$ cat config.mk
export PLATFORM = sky130hd
export DESIGN_NAME = key_event_queue
export DESIGN_NICKNAME = d
export VERILOG_FILES = /design/src/rtl/keyq_pkg.sv /design/src/rtl/keyq_fifo.sv /design/src/rtl/keyq_repeat.sv /design/src/rtl/keyq_irq.sv /design/src/rtl/key_event_queue.sv
export SDC_FILE = /design/constraint.sdc
export NUM_CORES = 1
export LEC_CHECK = 0
export BUFFER_PORTS_ARGS = -buffer_cell sky130_fd_sc_hd__buf_2
export CAP_MARGIN = 20
export CORE_ASPECT_RATIO = 0.8
export CORE_MARGIN = 4
export CORE_UTILIZATION = 60
export DETAILED_ROUTE_END_ITERATION = 10
export GPL_TIMING_DRIVEN = 0
export PLACE_DENSITY_LB_ADDON = 0.05
export SLEW_MARGIN = 40
export SYNTH_ARGS = -nofsm -noshare
export SYNTH_HDL_FRONTEND = slang
export SYNTH_SLANG_ARGS = --single-unit
export TNS_END_PERCENT = 5
$ cat constraint.sdc
create_clock -name clk -period 6.16 [get_ports clk]
set_clock_uncertainty 0.05 [all_clocks]
set_input_delay 1.232 -clock clk [delete_from_list [all_inputs] [get_ports clk]]
set_output_delay 1.232 -clock clk [all_outputs]
set_load 0.02 [all_outputs]
$ cat src/rtl/keyq_pkg.sv
package keyq_pkg;
    localparam int KEY_W = 6;

    localparam logic [KEY_W-1:0] KEY_RPT = 6'd62;
    localparam logic [KEY_W-1:0] KEY_NIL = 6'd63;

    localparam logic [7:0] BYTE_EMPTY = 8'h3F;
    localparam logic [7:0] BYTE_OVF   = 8'h7F;

    typedef struct packed {
        logic             rpt;
        logic             rel;
        logic [KEY_W-1:0] key;
    } entry_t;
endpackage

$ cat src/rtl/keyq_fifo.sv
module keyq_fifo
    import keyq_pkg::*;
#(
    parameter int DEPTH = 16,
    localparam int PW = $clog2(DEPTH),
    localparam int CW = $clog2(DEPTH + 1)
) (
    input  logic          clk,
    input  logic          rst_n,
    input  logic          push,
    input  entry_t        push_entry,
    input  logic          rd_stb,
    output logic          wr_ok,
    output logic [CW-1:0] count,
    output logic          ovf,
    output logic [7:0]    rd_byte
);
    typedef struct packed {
        entry_t [DEPTH-1:0] mem;
        logic [PW-1:0]      wp;
        logic [PW-1:0]      rp;
        logic [CW-1:0]      cnt;
        logic               ovf;
    } state_t;

    state_t st_d, st_q;
    logic   pop_ok, ovf_rd, full, more;
    entry_t head;

    function automatic logic [PW-1:0] inc_ptr(input logic [PW-1:0] p);
        return (p == PW'(DEPTH - 1)) ? '0 : p + 1'b1;
    endfunction

    always_comb begin
        st_d   = st_q;
        full   = (st_q.cnt == CW'(DEPTH));
        pop_ok = rd_stb && (st_q.cnt != '0);
        ovf_rd = rd_stb && (st_q.cnt == '0) && st_q.ovf;
        wr_ok  = push && (!full || pop_ok);

        if (wr_ok) begin
            st_d.mem[st_q.wp] = push_entry;
            st_d.wp           = inc_ptr(st_q.wp);
        end
        if (push && !wr_ok) begin
            st_d.ovf = 1'b1;
        end
        if (pop_ok) begin
            st_d.rp = inc_ptr(st_q.rp);
        end
        if (ovf_rd) begin
            st_d.ovf = 1'b0;
        end
        st_d.cnt = st_q.cnt + CW'(wr_ok) - CW'(pop_ok);

        head = st_q.mem[st_q.rp];
        more = (st_q.cnt > CW'(1)) || st_q.ovf;
        if (st_q.cnt == '0) begin
            rd_byte = st_q.ovf ? BYTE_OVF : BYTE_EMPTY;
        end else if (head.rpt) begin
            rd_byte = {1'b0, more, KEY_RPT};
        end else begin
            rd_byte = {more, head.rel, head.key};
        end
    end

    always_ff @(posedge clk or negedge rst_n) begin
        if (!rst_n) begin
            st_q <= '0;
        end else begin
            st_q <= st_d;
        end
    end

    assign count = st_q.cnt;
    assign ovf   = st_q.ovf;
endmodule

$ cat src/rtl/keyq_repeat.sv
module keyq_repeat #(
    parameter int DLY_W  = 4,
    parameter int RATE_W = 3,
    parameter int STEP_D = 8,
    parameter int STEP_R = 4,
    localparam int MAXD  = STEP_D * (1 << DLY_W),
    localparam int MAXR  = STEP_R * (1 << RATE_W),
    localparam int CNT_W = $clog2(((MAXD > MAXR) ? MAXD : MAXR) + 1)
) (
    input  logic              clk,
    input  logic              rst_n,
    input  logic              tick,
    input  logic              held,
    input  logic              en,
    input  logic              evt,
    input  logic [DLY_W-1:0]  dly_sel,
    input  logic [RATE_W-1:0] rate_sel,
    output logic              rpt_push
);
    typedef struct packed {
        logic [CNT_W-1:0] cnt;
        logic             in_rate;
    } state_t;

    state_t           st_d, st_q;
    logic [CNT_W-1:0] lim_first, lim_rate, limit;

    always_comb begin
        st_d      = st_q;
        rpt_push  = 1'b0;
        lim_first = CNT_W'(STEP_D) * (CNT_W'(dly_sel) + CNT_W'(1));
        lim_rate  = CNT_W'(STEP_R) * (CNT_W'(rate_sel) + CNT_W'(1));
        limit     = st_q.in_rate ? lim_rate : lim_first;

        if (evt || !held || !en) begin
            st_d = '0;
        end else if (tick) begin
            if (st_q.cnt + CNT_W'(1) == limit) begin
                rpt_push     = 1'b1;
                st_d.cnt     = '0;
                st_d.in_rate = 1'b1;
            end else begin
                st_d.cnt = st_q.cnt + CNT_W'(1);
            end
        end
    end

    always_ff @(posedge clk or negedge rst_n) begin
        if (!rst_n) begin
            st_q <= '0;
        end else begin
            st_q <= st_d;
        end
    end
endmodule

$ cat src/rtl/keyq_irq.sv
module keyq_irq #(
    parameter int CW     = 5,
    parameter int TIME_W = 5,
    parameter int FILL_W = 3
) (
    input  logic              clk,
    input  logic              rst_n,
    input  logic              tick,
    input  logic              wr_ok,
    input  logic [CW-1:0]     count,
    input  logic              q_empty,
    input  logic              rd_stb,
    input  logic              clr_on_read,
    input  logic [TIME_W-1:0] time_sel,
    input  logic [FILL_W-1:0] fill_sel,
    output logic              irq
);
    typedef struct packed {
        logic              armed;
        logic [TIME_W-1:0] tcnt;
        logic              above;
        logic              irq;
    } state_t;

    state_t        st_d, st_q;
    logic [CW-1:0] thr;
    logic          above_now, fill_set, time_set, set, clr;

    always_comb begin
        st_d      = st_q;
        thr       = CW'({fill_sel, 1'b0}) + CW'(2);
        above_now = (fill_sel != '0) && (count >= thr);
        fill_set  = above_now && !st_q.above;
        time_set  = 1'b0;

        if (time_sel == '0) begin
            st_d.armed = 1'b0;
        end else if (wr_ok) begin
            st_d.armed = 1'b1;
            st_d.tcnt  = '0;
        end else if (st_q.armed && tick) begin
            if (st_q.tcnt + TIME_W'(1) == time_sel) begin
                time_set   = 1'b1;
                st_d.armed = 1'b0;
            end else begin
                st_d.tcnt = st_q.tcnt + TIME_W'(1);
            end
        end

        st_d.above = above_now;
        set        = fill_set || time_set;
        clr        = clr_on_read ? rd_stb : q_empty;
        if (clr_on_read) begin
            st_d.irq = set || (st_q.irq && !clr);
        end else begin
            st_d.irq = (set || st_q.irq) && !clr;
        end
    end

    always_ff @(posedge clk or negedge rst_n) begin
        if (!rst_n) begin
            st_q <= '0;
        end else begin
            st_q <= st_d;
        end
    end

    assign irq = st_q.irq;
endmodule

$ cat src/rtl/key_event_queue.sv
module key_event_queue
    import keyq_pkg::*;
#(
    parameter int DEPTH  = 16,
    parameter int DLY_W  = 4,
    parameter int RATE_W = 3,
    parameter int TIME_W = 5,
    parameter int FILL_W = 3,
    localparam int CW    = $clog2(DEPTH + 1)
) (
    input  logic              clk,
    input  logic              rst_n,
    input  logic              evt_valid,
    input  logic [KEY_W-1:0]  evt_key,
    input  logic              evt_release,
    input  logic              rel_en,
    input  logic              db_tick,
    input  logic              key_held,
    input  logic              rpt_en,
    input  logic [DLY_W-1:0]  rpt_delay_sel,
    input  logic [RATE_W-1:0] rpt_rate_sel,
    input  logic [TIME_W-1:0] irq_time_sel,
    input  logic [FILL_W-1:0] irq_fill_sel,
    input  logic              irq_clr_on_read,
    input  logic              rd_stb,
    output logic [7:0]        rd_data,
    output logic              irq_n
);
    logic          rpt_push, fifo_push, wr_ok, q_ovf, irq;
    logic [CW-1:0] q_count;
    entry_t        push_entry;

    keyq_repeat #(
        .DLY_W (DLY_W),
        .RATE_W(RATE_W)
    ) u_rpt (
        .clk     (clk),
        .rst_n   (rst_n),
        .tick    (db_tick),
        .held    (key_held),
        .en      (rpt_en),
        .evt     (evt_valid),
        .dly_sel (rpt_delay_sel),
        .rate_sel(rpt_rate_sel),
        .rpt_push(rpt_push)
    );

    always_comb begin
        fifo_push = (evt_valid && (rel_en || !evt_release)) || rpt_push;
        if (evt_valid) begin
            push_entry = '{rpt: 1'b0, rel: evt_release, key: evt_key};
        end else begin
            push_entry = '{rpt: 1'b1, rel: 1'b0, key: KEY_RPT};
        end
    end

    keyq_fifo #(
        .DEPTH(DEPTH)
    ) u_fifo (
        .clk       (clk),
        .rst_n     (rst_n),
        .push      (fifo_push),
        .push_entry(push_entry),
        .rd_stb    (rd_stb),
        .wr_ok     (wr_ok),
        .count     (q_count),
        .ovf       (q_ovf),
        .rd_byte   (rd_data)
    );

    keyq_irq #(
        .CW    (CW),
        .TIME_W(TIME_W),
        .FILL_W(FILL_W)
    ) u_irq (
        .clk        (clk),
        .rst_n      (rst_n),
        .tick       (db_tick),
        .wr_ok      (wr_ok),
        .count      (q_count),
        .q_empty    ((q_count == '0) && !q_ovf),
        .rd_stb     (rd_stb),
        .clr_on_read(irq_clr_on_read),
        .time_sel   (irq_time_sel),
        .fill_sel   (irq_fill_sel),
        .irq        (irq)
    );

    assign irq_n = ~irq;
endmodule

======== Word level (Yosys, flattened, before mapping) ========
Cells that the tools add are included.
word-level totals
  register bits ........................... 159
  bits of input ports ..................... 31
  output and inout bits ................... 9
  word-level logic and storage cells ...... 155
operators by class
  add/subtract/negate cells ............... 9
  $lt $le $gt $ge ......................... 5
  equality and inequality tests ........... 6
  mux-type cells .......................... 32
  bitwise operators ....................... 2
  reductions and logical operators ........ 43
operators with widths
  kind                                                                          number
  128-bit bitwise mux                                                           1
  8-bit 2-to-1 mux                                                              7
  8-bit binary-select mux with 4-bit select                                     1
  8-bit demux with 4-bit select                                                 1
  9-bit 2-to-1 mux                                                              2
  1-bit 2-to-1 mux                                                              14
  1-bit logical AND                                                             13
  6-bit 2-to-1 mux                                                              2
  5-bit logical NOT                                                             2
  4-bit by 5-bit less-than comparator with 1-bit output, second input constant  2
  1-bit logical OR                                                              9
  3-bit nonzero test                                                            3
  4-bit by 1-bit adder with 4-bit output, second input constant                 2
  8-bit by 1-bit adder with 8-bit output, second input constant                 1
  4-bit == test, second input constant                                          2
  8-bit == test                                                                 1
  1-bit logical NOT                                                             8
  4-bit 2-to-1 mux                                                              2
  2-bit nonzero test                                                            4
  7-bit 2-to-1 mux                                                              1
  4-bit by 1-bit adder with 5-bit output, second input constant                 1
  4-bit by 2-bit adder with 5-bit output, second input constant                 1
  5-bit by 1-bit adder with 5-bit output                                        1
  5-bit by 1-bit adder with 5-bit output, second input constant                 1
  13 further kinds                                                              15

======== Longest topological paths before layout ========
Gate-level depths: netlist of the first run.
  depth after elaboration ................. 14
  gate-level depth with buffers ........... 18
  depth with buffers taken out ............ 16

======== Modules after synthesis ========
Synthesis of the first run repeated with hierarchy kept, for this count alone.
second synthesis, totals
  cell total of the unflattened synthesis .. 622
  area, all modules ....................... 8359.3 um2
by module, submodules not included
  module           instances  cells each  area each (um2)  seq. area each (um2)
  keyq_fifo        1          451         6806.5           3553.4
  keyq_repeat      1          83          764.5            225.2
  keyq_irq         1          75          701.9            200.2
  key_event_queue  1          13          86.3             0.0

======== Least setup slack after synthesis of the first run ========
No wires, ideal clock.
  kind .................................... in2reg
  start point ............................. input port rpt_rate_sel[0]
  end point ............................... register u_fifo.st_q (netlist bit u_fifo.count[4])
  library setup time ...................... 79 ps
  arrival time ............................ 4611 ps
  data required time ...................... 6031 ps
  setup slack ............................. 1419 ps
  stages on the path ...................... 18
  path buffers ............................ 2
  cells stage by stage .................... ha_1 > nand2b_1 > a211oi_1 > a211oi_1 > a2111o_1 > or4b_1 > buf_2 > buf_6 > nand2_1 > inv_1 > ha_1 > inv_1 > ha_1 > fa_1 > a21oi_1 > nor2_1 > nor2_1 > xor2_1
RTL lines
  element               RTL line               RTL
  start, declared       key_event_queue.sv:21  input logic [RATE_W-1:0] rpt_rate_sel,
  end signal, assigned  keyq_fifo.sv:71        st_q <= st_d;
  end, declared         keyq_fifo.sv:26        state_t st_d, st_q;

======== Worst setup path after layout of the first run ========
  start point ............................. register u_fifo.st_q[6] (netlist bit)
  end point ............................... output port rd_data[6]
between the ends
  longest elaborated chain between the ends .. 4
RTL lines
  element                                    RTL line               RTL
  8-bit binary-select mux with 4-bit select  keyq_fifo.sv:56        head = st_q.mem[st_q.rp];
  8-bit 2-to-1 mux (not written as such)     keyq_fifo.sv:56
  8-bit 2-to-1 mux                           keyq_fifo.sv:60        end else if (head.rpt) begin
  8-bit 2-to-1 mux                           keyq_fifo.sv:58        if (st_q.cnt == '0) begin
  end, declared                              key_event_queue.sv:26  output logic [7:0] rd_data,
Every way passes these cells. The select of a mux whose other input is x is not followed.

==> results of run 1 <==
==> Yosys cell counts (8+ instances only) <==
cell type	number
dfrtp_1	159
mux2_2	106
o21ai_0	49
mux4_2	40
nand2_1	36
inv_1	26
ha_1	24
nor2_1	22
clkbuf_1	21
a21oi_1	18
a21oi_4	16
nand3_1	13
or3_1	12
nand2b_1	11
xor2_1	10
mux2_1	9
xnor2_1	8
==> path summary, 6_finish.rpt <==
path	end	start	slack (ns)
min in group asynchronous	u_fifo.st_q[35]$_DFFE_PN0P_	rst_n	0.56
worst min-delay path	u_fifo.st_q[35]$_DFFE_PN0P_	u_fifo.st_q[35]$_DFFE_PN0P_	0.44
worst min register to register	u_fifo.st_q[35]$_DFFE_PN0P_	u_fifo.st_q[35]$_DFFE_PN0P_	0.44
worst max-delay path	rd_data[6]	u_fifo.st_q[6]$_DFFE_PN0P_	1.36
worst max register to register	u_fifo.count[4]$_DFF_PN0_	u_rpt.st_q[1]$_DFFE_PN0P_	1.59
max in group asynchronous	u_fifo.st_q[141]$_DFFE_PN0P_	rst_n	4.90
==> metrics by stage <==
step                hold slack, ns  setup slack (ns)  total power, W  area, sq um  cells
finish                       0.441              1.36         0.00457         9520    906
global placement             0.412              1.01         0.00342         8830    873
detailed placement           0.425              1.02         0.00353         8900    875
floorplan                    0.402              1.42         0.00300         8410    654
global route                 0.457              1.04         0.00486         9520    906
CTS                          0.441              1.26         0.00460         9510    906
==> final cells by class <==
class                      instances  area (sq um)
timing repair buffer              41           260
clock inverter                    10           129
multi-input combinational        439          4210
sequential                       159          3980
buffer                            30           135
tap                              180           225
inverter                          26          97.6
fill                             968          4130
clock buffer                      21           480
==> sequential cells by signal (all words and copies together), names as in the netlist <==
register      cells
u_fifo.st_q     136
u_rpt.st_q        9
u_irq.st_q        7
u_fifo.count      5
u_fifo.ovf        1
u_irq.irq         1
==> metal layers <==
layer / vias to the layer above / share of wire (%)
met5: - / 0.071
met4: 2 / 0.78
met3: 16 / 3.9
met2: 101 / 45
met1: 2816 / 50
li1: 2533 / -
==> cells by family after synthesis <==
kind of cell             synth area share [%]
XOR/XNOR                                 2.42
AND/OR/NAND/NOR                          7.20
multiplexers                             26.3
AO/OA/AOI/OAI                            10.2
adder cells (fa/ha/maj)                  3.81
buffers and inverters                    2.71
flip-flops                               47.3
==> power by group through the flow <==
stage	clock [W]	combinational, W	sequential [W]
finish	0.00107	0.00180	0.00170
CTS	0.00108	0.00182	0.00170
global route	0.00113	0.00197	0.00175
floorplan	0	0.00137	0.00163
detailed placement	0	0.00181	0.00172
global placement	0	0.00174	0.00168
==> worst max-delay path, stage by stage (launching register included) <==
cell,delay [ns]
dfrtp_1,0.37
clkbuf_1,0.55
clkbuf_1,0.62
mux4_2,0.62
mux4_2,0.50
mux2i_1,0.15
o21ai_0,0.09
buf_2,0.19
==> impl_results.md, run 1 <==
- Outcome: finished, final reports clean
- Die Wd: 140 um
- Max clock buf depth: 2
- Fin. Hold Viols: 0
- Routed Antenna Nets: 0
- Ys flop type: dfrtp_1
- Synth async-reset ratio: 100%
- Final Cycle Share: 78.0%
- Cts repair resizes: 0
- Sw Pwr: 0.00152 W
- Clock-pin slew of the registers on the worst-case setup and hold paths: 0.06 ns
- Post-DP HPWL: 13.5 mm
- Fin. max-slew vios: 0
- Die area: 16,000 sq um
- #FFs+latches synth: 159
- Worst Hold Path Cells: 1
- Area Overhead vs Synth: 13.1%
- First-pass GRT wire length: 30.5 mm
- CP Data Required Time: 4.88 ns
- Slew margin rel.: roughly half
- Nature of the critical path endpoint: output pin
- Worst hold path type: reg -> reg
- Final nets: 770
- Ports: 40
- Switching Share: 33.3%
- Pleak: 3.95 nW
- Synth Instances: between 600 and 700
- Die height: about 110 um
- Sequential share of the synthesized area: 47.3%
- Antenna Cells: 0
- Met1 usage: 37.7%
- H-tree Lvls: 4
- Leading cell type in the layout, fill and taps excluded: dfrtp_1
- Clock power share: 23.4%
- M3 GR Usage: 5.07%
- # DRC: 0
- CTS Hold Bufs: 0
- Arr. time, crit path: 3.52 ns
- WL final: ~18 mm
- Critical path class: reg -> out
- Register share of total power: 37.2%
- CTS root buf: clkbuf_16
- Yosys cell types: 56
- Setup Fix Bufs, Post-CTS: 0
- Initial drt markers: 383
- Clock sinks: about 160
- Core ar.: approximately 14,000 sq um
- Antenna violations before repair: 1
- Combinational power share: between 30% and 40%
- Drt pass-1 iters: 5
- Total GRT Usage: 24.7%
- EDFF count, synth: 0
- Util after Layout: 69.8%
- Vias in the first global route: approximately 5,700
- Syn_nets: 710
- Vias after detailed routing: around 5,500
- Max IR drop VDD: 0.264 mV
- Synth warnings: 0
- Input/output buffers: 39
- CTS tree: yes
- Top cells by area, synth: dfrtp_1, mux2_2, mux4_2
- GR Layer Usage met2: around 37%
- Synth area leader: dfrtp_1
- Cell Pwr Density: just under 500 nW/um^2
- WL per Instance: about 20 um
- Element type at the critical path start: flip-flop
- Cell Area, Synth: 8410 sq um
- Initial Utilization: 61.7%
- Global route total overflow: 0
- Largest net degree at the start of global routing: 77
- DR vias/cell: 6.04
- CTS Buf Count: 17
- Max-cap violations: 0
- Worst slew pin tran: 0.764 ns
- Fmax achieved: about 210 MHz
- Power Internal: between 0.003 and 0.004 W
- GR peak layer: met1
- Site Rows: 38
- Top-area cell type share of the netlist area: 47.3%
- Crit path max fanout: 10
- Fraction of layout instances using a drive strength above 1: 34.6%
- Syn Area/Cell: between 10 and 15 sq um
- Global placement routability congestion: 0.823
- Minimum clock period: 4.80 ns
- Most frequent cells in the layout: dfrtp_1, mux2_2, o21ai_0
- Clk_lat worst skew: around 0.42 ns
- Worst reg2reg path depth: 18
- Unrepaired setup endpoints after global routing: false
- Setup TNS: 0 ns
- Final setup fails: 0
(Power assumes the default switching activity.)
==> inputs of run 2 (changes only) <==
==> constraint.sdc (replaced) <==
create_clock -name clk -period 4.8 [get_ports clk]
set_clock_uncertainty 0.05 [all_clocks]
set_input_delay 0.96 -clock clk [delete_from_list [all_inputs] [get_ports clk]]
set_output_delay 0.96 -clock clk [all_outputs]
set_load 0.02 [all_outputs]
==> impl_results.md, run 2 (same netlist as run 1, synthesis figures left out) <==
- Vias after detailed routing: 5,485 (+0.31%)
- Arr. time, crit path: 4.79 ns (+1.27 ns)
- Global route total overflow: 0 (unchanged)
- Placed inst area: 8900 sq um (unchanged)
- Routed Antenna Nets: 0 (unchanged)
- H-tree Lvls: 4 (unchanged)
- Drt pass-1 iters: 5 (unchanged)
- Minimum clock period: 4.49 ns
- Nature of the critical path endpoint: flip-flop
- Cell Pwr Density: 617 nW/um^2 (+28%)
- Max-cap violations: 0 (unchanged)
- Max clock buf depth: 2 (unchanged)
- Most frequent cells in the layout: dfrtp_1, mux2_2, o21ai_0
- Leading cell type in the layout, fill and taps excluded: dfrtp_1
- Worst hold path type: in -> async
- CP max stage delay: 0.51 ns (-0.11 ns)
- CTS root buf: clkbuf_16
- Antenna Cells: 0 (unchanged)
- Max IR drop VDD: 0.338 mV (+28%)
- Total GRT Usage: 24.7% (unchanged)
- Top reg by flops: u_fifo.st_q
- Area Overhead vs Synth: 13.3%
- WL final: 18.5 mm (+0.19%)
- First-pass GRT wire length: 30.5 mm (unchanged)
- Max FFs per register: 136 (unchanged)
- Fillers: 966 (-0.21%)
- Final total power: 0.00588 W (+28%)
- Largest net degree at the start of global routing: 77 (unchanged)
- Seq. cell area: 3980 sq um (about the same)
- Die area: 16,000 sq um (unchanged)
- DR vias/cell: 6.05 (+0.31%)
- Site Rows: 38 (unchanged)
- Outcome: finished, final reports clean
- Area of the multi-input gates: 4220 sq um (+0.18%)
- Final Cycle Share: 93.6%
- Critical path class: reg -> reg
- Die height: 114 um (unchanged)
- WL per Instance: 20.4 um (+0.19%)
- Crit path max fanout: 10 (unchanged)
- # DRC: 0 (unchanged)
- Hold Slack: 0.282 ns (-0.160 ns)
- CTS tree: yes
- Global placement routability congestion: 0.823 (unchanged)
- Pleak: 3.95 nW (about the same)
- Clock sinks: 159 (unchanged)
- Unrepaired setup endpoints after global routing: false
- Clk_lat worst skew: 0.43 ns (about the same)
- CP max-delay cell: or4b_1
- Final nets: 770 (unchanged)
- Worst slew pin tran: 0.778 ns (+0.0135 ns)
- Initial drt markers: 391 (+2.1%)
- Cell area after layout: 9530 sq um (+0.11%)
- Crit path cell chain: ha_2 > nand3_2 > or3_4 > a211o_1 > a2111o_1 > or4b_1 > buf_2 > buf_6 > nand2_1 > inv_1 > ha_1 > inv_1 > ha_1 > fa_1 > a21oi_1 > nor2_1 > nor2_1 > xor2_1
- Input/output buffers: 39 (unchanged)
- Vias in the first global route: 5,688 (unchanged)
- Dpl cells: 875 (unchanged)
- Initial Utilization: 61.7% (unchanged)
- Fin. Hold Viols: 0 (unchanged)
- CP Data Required Time: 5.10 ns (+0.22 ns)
- Post-DP HPWL: 13.5 mm (unchanged)
- Core ar.: 13,600 sq um (unchanged)
- Antenna violations before repair: 1 (unchanged)
- Fraction of layout instances using a drive strength above 1: 35.1% (+0.55 points)
- CTS Hold Bufs: 0 (unchanged)
- Ports: 40 (unchanged)
- Final non-filler cell total: 906 (unchanged)
- Die Wd: 140 um (unchanged)
- Slew margin rel.: 48.2% (-0.90 points)
- CTS Buf Count: 17 (unchanged)
- Final setup fails: 0 (unchanged)
- Clock-pin slew of the registers on the worst-case setup and hold paths: 0.06 ns (about the same)
- Fmax achieved: 223 MHz
- Fin. max-slew vios: 0 (unchanged)
- Registers with the most flip-flops: u_fifo.st_q: 136 flops, u_rpt.st_q: 9 flops, u_irq.st_q: 7 flops
- Element type at the critical path start: flip-flop
- Util after Layout: 69.8% (+0.073 points)
## run 2: where the power goes
part           total [W]  switching (W)  internal, W
Clock            0.00138       0.000551     0.000825
Combinational    0.00231        0.00111      0.00121
Sequential       0.00219       0.000299      0.00189
## run 2: through the flow
stage | setup WS [ns] | setup TNS (ns)
after floorplan | 0.331 | 0
after global placement | -0.0812 | -0.0812
after detailed placement | -0.0726 | -0.0726
after CTS | 0.169 | 0
after global routing | 0.0377 | 0
final | 0.307 | 0
## run 2: area by class of cell
class	instances	share of cell area [%]
plain buffers	30	1.43
clock buffers	21	5.04
clock inverters	10	1.35
inverters	26	1.02
multi-input cells	439	44.3
flip-flops and latches	159	41.8
well taps	180	2.36
repair buffers	41	2.73
## run 2: worst paths after layout
path	slack, ns	from	end	cells past startpoint
max	0.31	u_rpt.st_q[2]$_DFFE_PN0P_	u_fifo.count[4]$_DFF_PN0_	18
min	0.28	rst_n	u_fifo.st_q[35]$_DFFE_PN0P_	1
max reg2reg	0.31	u_rpt.st_q[2]$_DFFE_PN0P_	u_fifo.count[4]$_DFF_PN0_	18
min reg2reg	0.44	u_fifo.st_q[35]$_DFFE_PN0P_	u_fifo.st_q[35]$_DFFE_PN0P_	1
max in group asynchronous	3.81	rst_n	u_rpt.st_q[1]$_DFFE_PN0P_	2
min in group clk	0.44	u_fifo.st_q[35]$_DFFE_PN0P_	u_fifo.st_q[35]$_DFFE_PN0P_	1
## run 2: what timing repair did
action                     in CTS  in global routing
gates resized for setup         0                  6
setup buffers                   0                  0
setup endpoints to repair       0                  2
## run 2: critical path: cells and delay by family (launching register included)
family,cells,cell delay [ns]
adders and majority gates,4,1.14
xor gates and xnor gates,1,0.15
buffers and inverters,4,0.48
AOI/OAI and AO/OA,3,0.87
DFF,1,0.42
and+or+nand+nor,6,1.31
## run 2: layer usage
| metal | global-route usage, % | routed length, um | share of wire (%) | vias to the layer above |
|---|---|---|---|---|
| li1 | - | - | - | 2528 |
| met1 | 37.7 | 9100 | 49 | 2839 |
| met2 | 37.3 | 8360 | 45 | 98 |
| met3 | 5.07 | 820 | 4.4 | 18 |
| met4 | 5.29 | 170 | 0.92 | 2 |
| met5 | 0 | 13 | 0.070 | - |
==> inputs of run 3 (changes only) <==
--- a/config.mk
+++ b/config.mk
@@ -9,7 +9,7 @@
 export CAP_MARGIN = 20
 export CORE_ASPECT_RATIO = 0.8
 export CORE_MARGIN = 4
-export CORE_UTILIZATION = 60
+export CORE_UTILIZATION = 56
 export DETAILED_ROUTE_END_ITERATION = 10
 export GPL_TIMING_DRIVEN = 0
 export PLACE_DENSITY_LB_ADDON = 0.05
==> constraint.sdc (replaced) <==
create_clock -name clk -period 3.8 [get_ports clk]
set_clock_uncertainty 0.05 [all_clocks]
set_input_delay 0.76 -clock clk [delete_from_list [all_inputs] [get_ports clk]]
set_output_delay 0.76 -clock clk [all_outputs]
set_load 0.02 [all_outputs]
==> impl_results.md, run 3 (same netlist as run 1, synthesis figures left out) <==
- Clock sinks: 159 (unchanged)
- Input/output buffers: 39 (unchanged)
- Most frequent cells in the layout: dfrtp_1, mux2_2, o21ai_0
- Vias in the first global route: 5,858 (+3.0%)
- Cell area after layout: 9840 sq um (+3.3%)
- Site Rows: 39 (+2.6%)
- Leading cell type in the layout, fill and taps excluded: dfrtp_1
- Vias after detailed routing: 5,574 (+1.6%)
- Critical path class: reg -> reg
- Setup TNS: 0 ns (unchanged)
- Element type at the critical path start: flip-flop
- Final nets: 783 (+1.7%)
- Max clock buf depth: 2 (unchanged)
- Fmax achieved: 265 MHz (+19%)
- Ports: 40 (unchanged)
- Post-DP HPWL: 13.4 mm (-0.82%)
- Arr. time, crit path: 4.08 ns (-0.71 ns)
- Placed inst area: 8980 sq um (+0.83%)
- Global route total overflow: 0 (unchanged)
- WL final: 18.8 mm (+1.6%)
- Antenna violations before repair: 0 (-1)
- CTS tree: yes
- Outcome: finished, final reports clean
- Final setup fails: 0 (unchanged)
- Top reg by flops: u_fifo.st_q
- Die Wd: 145 um (+3.3%)
- Crit path max fanout: 3 (-7)
- Drt pass-1 iters: 5 (unchanged)
- Registers with the most flip-flops: u_fifo.st_q: 136 flops, u_rpt.st_q: 9 flops, u_irq.st_q: 7 flops
- Final total power: 0.00776 W (+32%)
- Die area: 17,100 sq um (+6.7%)
- Fraction of layout instances using a drive strength above 1: 38.8% (+3.7 points)
- Routed Antenna Nets: 0 (unchanged)
- Max-cap violations: 0 (unchanged)
- Worst hold path type: in -> async
- Fin. max-slew vios: 0 (unchanged)
- Worst slew pin tran: 0.853 ns (+0.0752 ns)
- Fin. Hold Viols: 0 (unchanged)
- Clk_lat worst skew: 0.43 ns (about the same)
- Area Overhead vs Synth: 17.0%
- Slew margin rel.: 42.7% (-5.5 points)
- Setup slack, reg-to-reg: 0.03 ns (-0.28 ns)
- Total GRT Usage: 23.1% (-1.6 points)
- Global placement routability congestion: 0.860 (+4.5%)
- CTS Buf Count: 17 (unchanged)
- Cell Pwr Density: 788 nW/um^2 (+28%)
- Clock-pin slew of the registers on the worst-case setup and hold paths: 0.07 ns (about the same)
- DR vias/cell: 6.03 (-0.36%)
- Die height: 118 um (+3.3%)
- CP Data Required Time: 4.11 ns (-0.99 ns)
- Max IR drop VDD: 0.453 mV (+34%)
- Unrepaired setup endpoints after global routing: true
- Initial drt markers: 437 (+12%)
- Nature of the critical path endpoint: flip-flop
- Final Cycle Share: 99.2% (+5.6 points)
- CTS root buf: clkbuf_16
- RR Startpoint: u_rpt.st_q[1]$_DFFE_PN0P_
- Crit path launch: u_rpt.st_q[1]$_DFFE_PN0P_
- Worst reg2reg path depth: 16 (-2)
- Minimum clock period: 3.77 ns (-0.723 ns)
- H-tree Lvls: 4 (unchanged)
- WL per Instance: 20.3 um (-0.34%)
- Max FFs per register: 136 (unchanged)
- Initial Utilization: 58.1% (-3.6 points)
- # DRC: 0 (unchanged)
- Antenna Cells: 0 (unchanged)
- First-pass GRT wire length: 31.1 mm (+2.0%)
- Pleak: 4.09 nW (+3.4%)
- R2r endpoint: u_fifo.count[4]$_DFF_PN0_
- Largest net degree at the start of global routing: 79 (+2.6%)
- Core ar.: 14,500 sq um (+6.2%)
run 3: cell types whose count changed in the layout (fill, tap and decap cells not counted), moves of 3 or more:
cell | before | now
clkbuf_1 | 20 | 13
buf_4 | 0 | 16
ha_4 | 0 | 3
buf_2 | 44 | 41
ha_1 | 23 | 20
clkbuf_2 | 1 | 4
bufinv_16 | 2 | 6
run 3: worst max-delay path, cell delays in order, from the launching register on:
cell and delay [ns]:
dfrtp_1 0.40, ha_4 0.17, nand3_4 0.07, or3_4 0.34, a211o_1 0.25, a2111o_1 0.46, or4b_4 0.56, nand2_8 0.11
inv_8 0.04, ha_4 0.26, inv_4 0.03, ha_4 0.15, fa_2 0.37, a21oi_2 0.13, nor2_1 0.05, nor2_1 0.12
xor2_1 0.14
run 3: worst max-delay path by stage:
stage | to | slack [ns] | cells after the start
after floorplan | u_fifo.count[4]$_DFF_PN0_ | -0.19 | 18
after global placement | u_fifo.count[4]$_DFF_PN0_ | -0.51 | 19
after detailed placement | u_fifo.count[4]$_DFF_PN0_ | -0.54 | 19
after CTS | u_fifo.count[4]$_DFF_PN0_ | -0.08 | 17
after global routing | u_fifo.count[4]$_DFF_PN0_ | -0.11 | 16
final | u_fifo.count[4]$_DFF_PN0_ | 0.03 | 16
run 3: layout make-up:
cell class | instances | area, sq um
multi-input cells | 439 | 4300
well taps | 184 | 230
plain buffers | 26 | 136
clock inverters | 13 | 234
repair buffers | 58 | 400
clock buffers | 19 | 453
flip-flops and latches | 159 | 3980
inverters | 26 | 108
fillers | 1064 | 4650
run 3: per-stage QoR:
step                      setup slack [ns]  util (%)  std cells  hold slack (ns)
after global placement              -0.508      61.5        877            0.413
after detailed placement            -0.543      61.9        879            0.421
after floorplan                     -0.188         -        654            0.402
after global routing                -0.106      67.9        924           0.0484
final                               0.0294      67.9        924           0.0720
after CTS                          -0.0813      67.6        920           0.0565
run 3: power breakdown:
part | switching, W | internal, W
clock network | 0.000703 | 0.00127
registers | 0.000374 | 0.00238
logic | 0.00143 | 0.00159
total | 0.00251 | 0.00525
run 3: what timing repair did:
item | in CTS | in global routing
pin swaps | 21 | 13
hold buffers | 0 | 0
gates cloned | 0 | 0
setup buffers | 12 | 5
gates resized for setup | 21 | 5
endpoints found under the setup margin | 12 | 77
run 3: routing by layer:
layer | track usage, % | up-vias | share of wire, %
met1 | 34.3 | 2881 | 48
met5 | 0 | - | 0
met4 | 5.10 | 0 | 0.87
li1 | - | 2549 | -
met2 | 34.8 | 130 | 46
met3 | 5.93 | 14 | 4.8
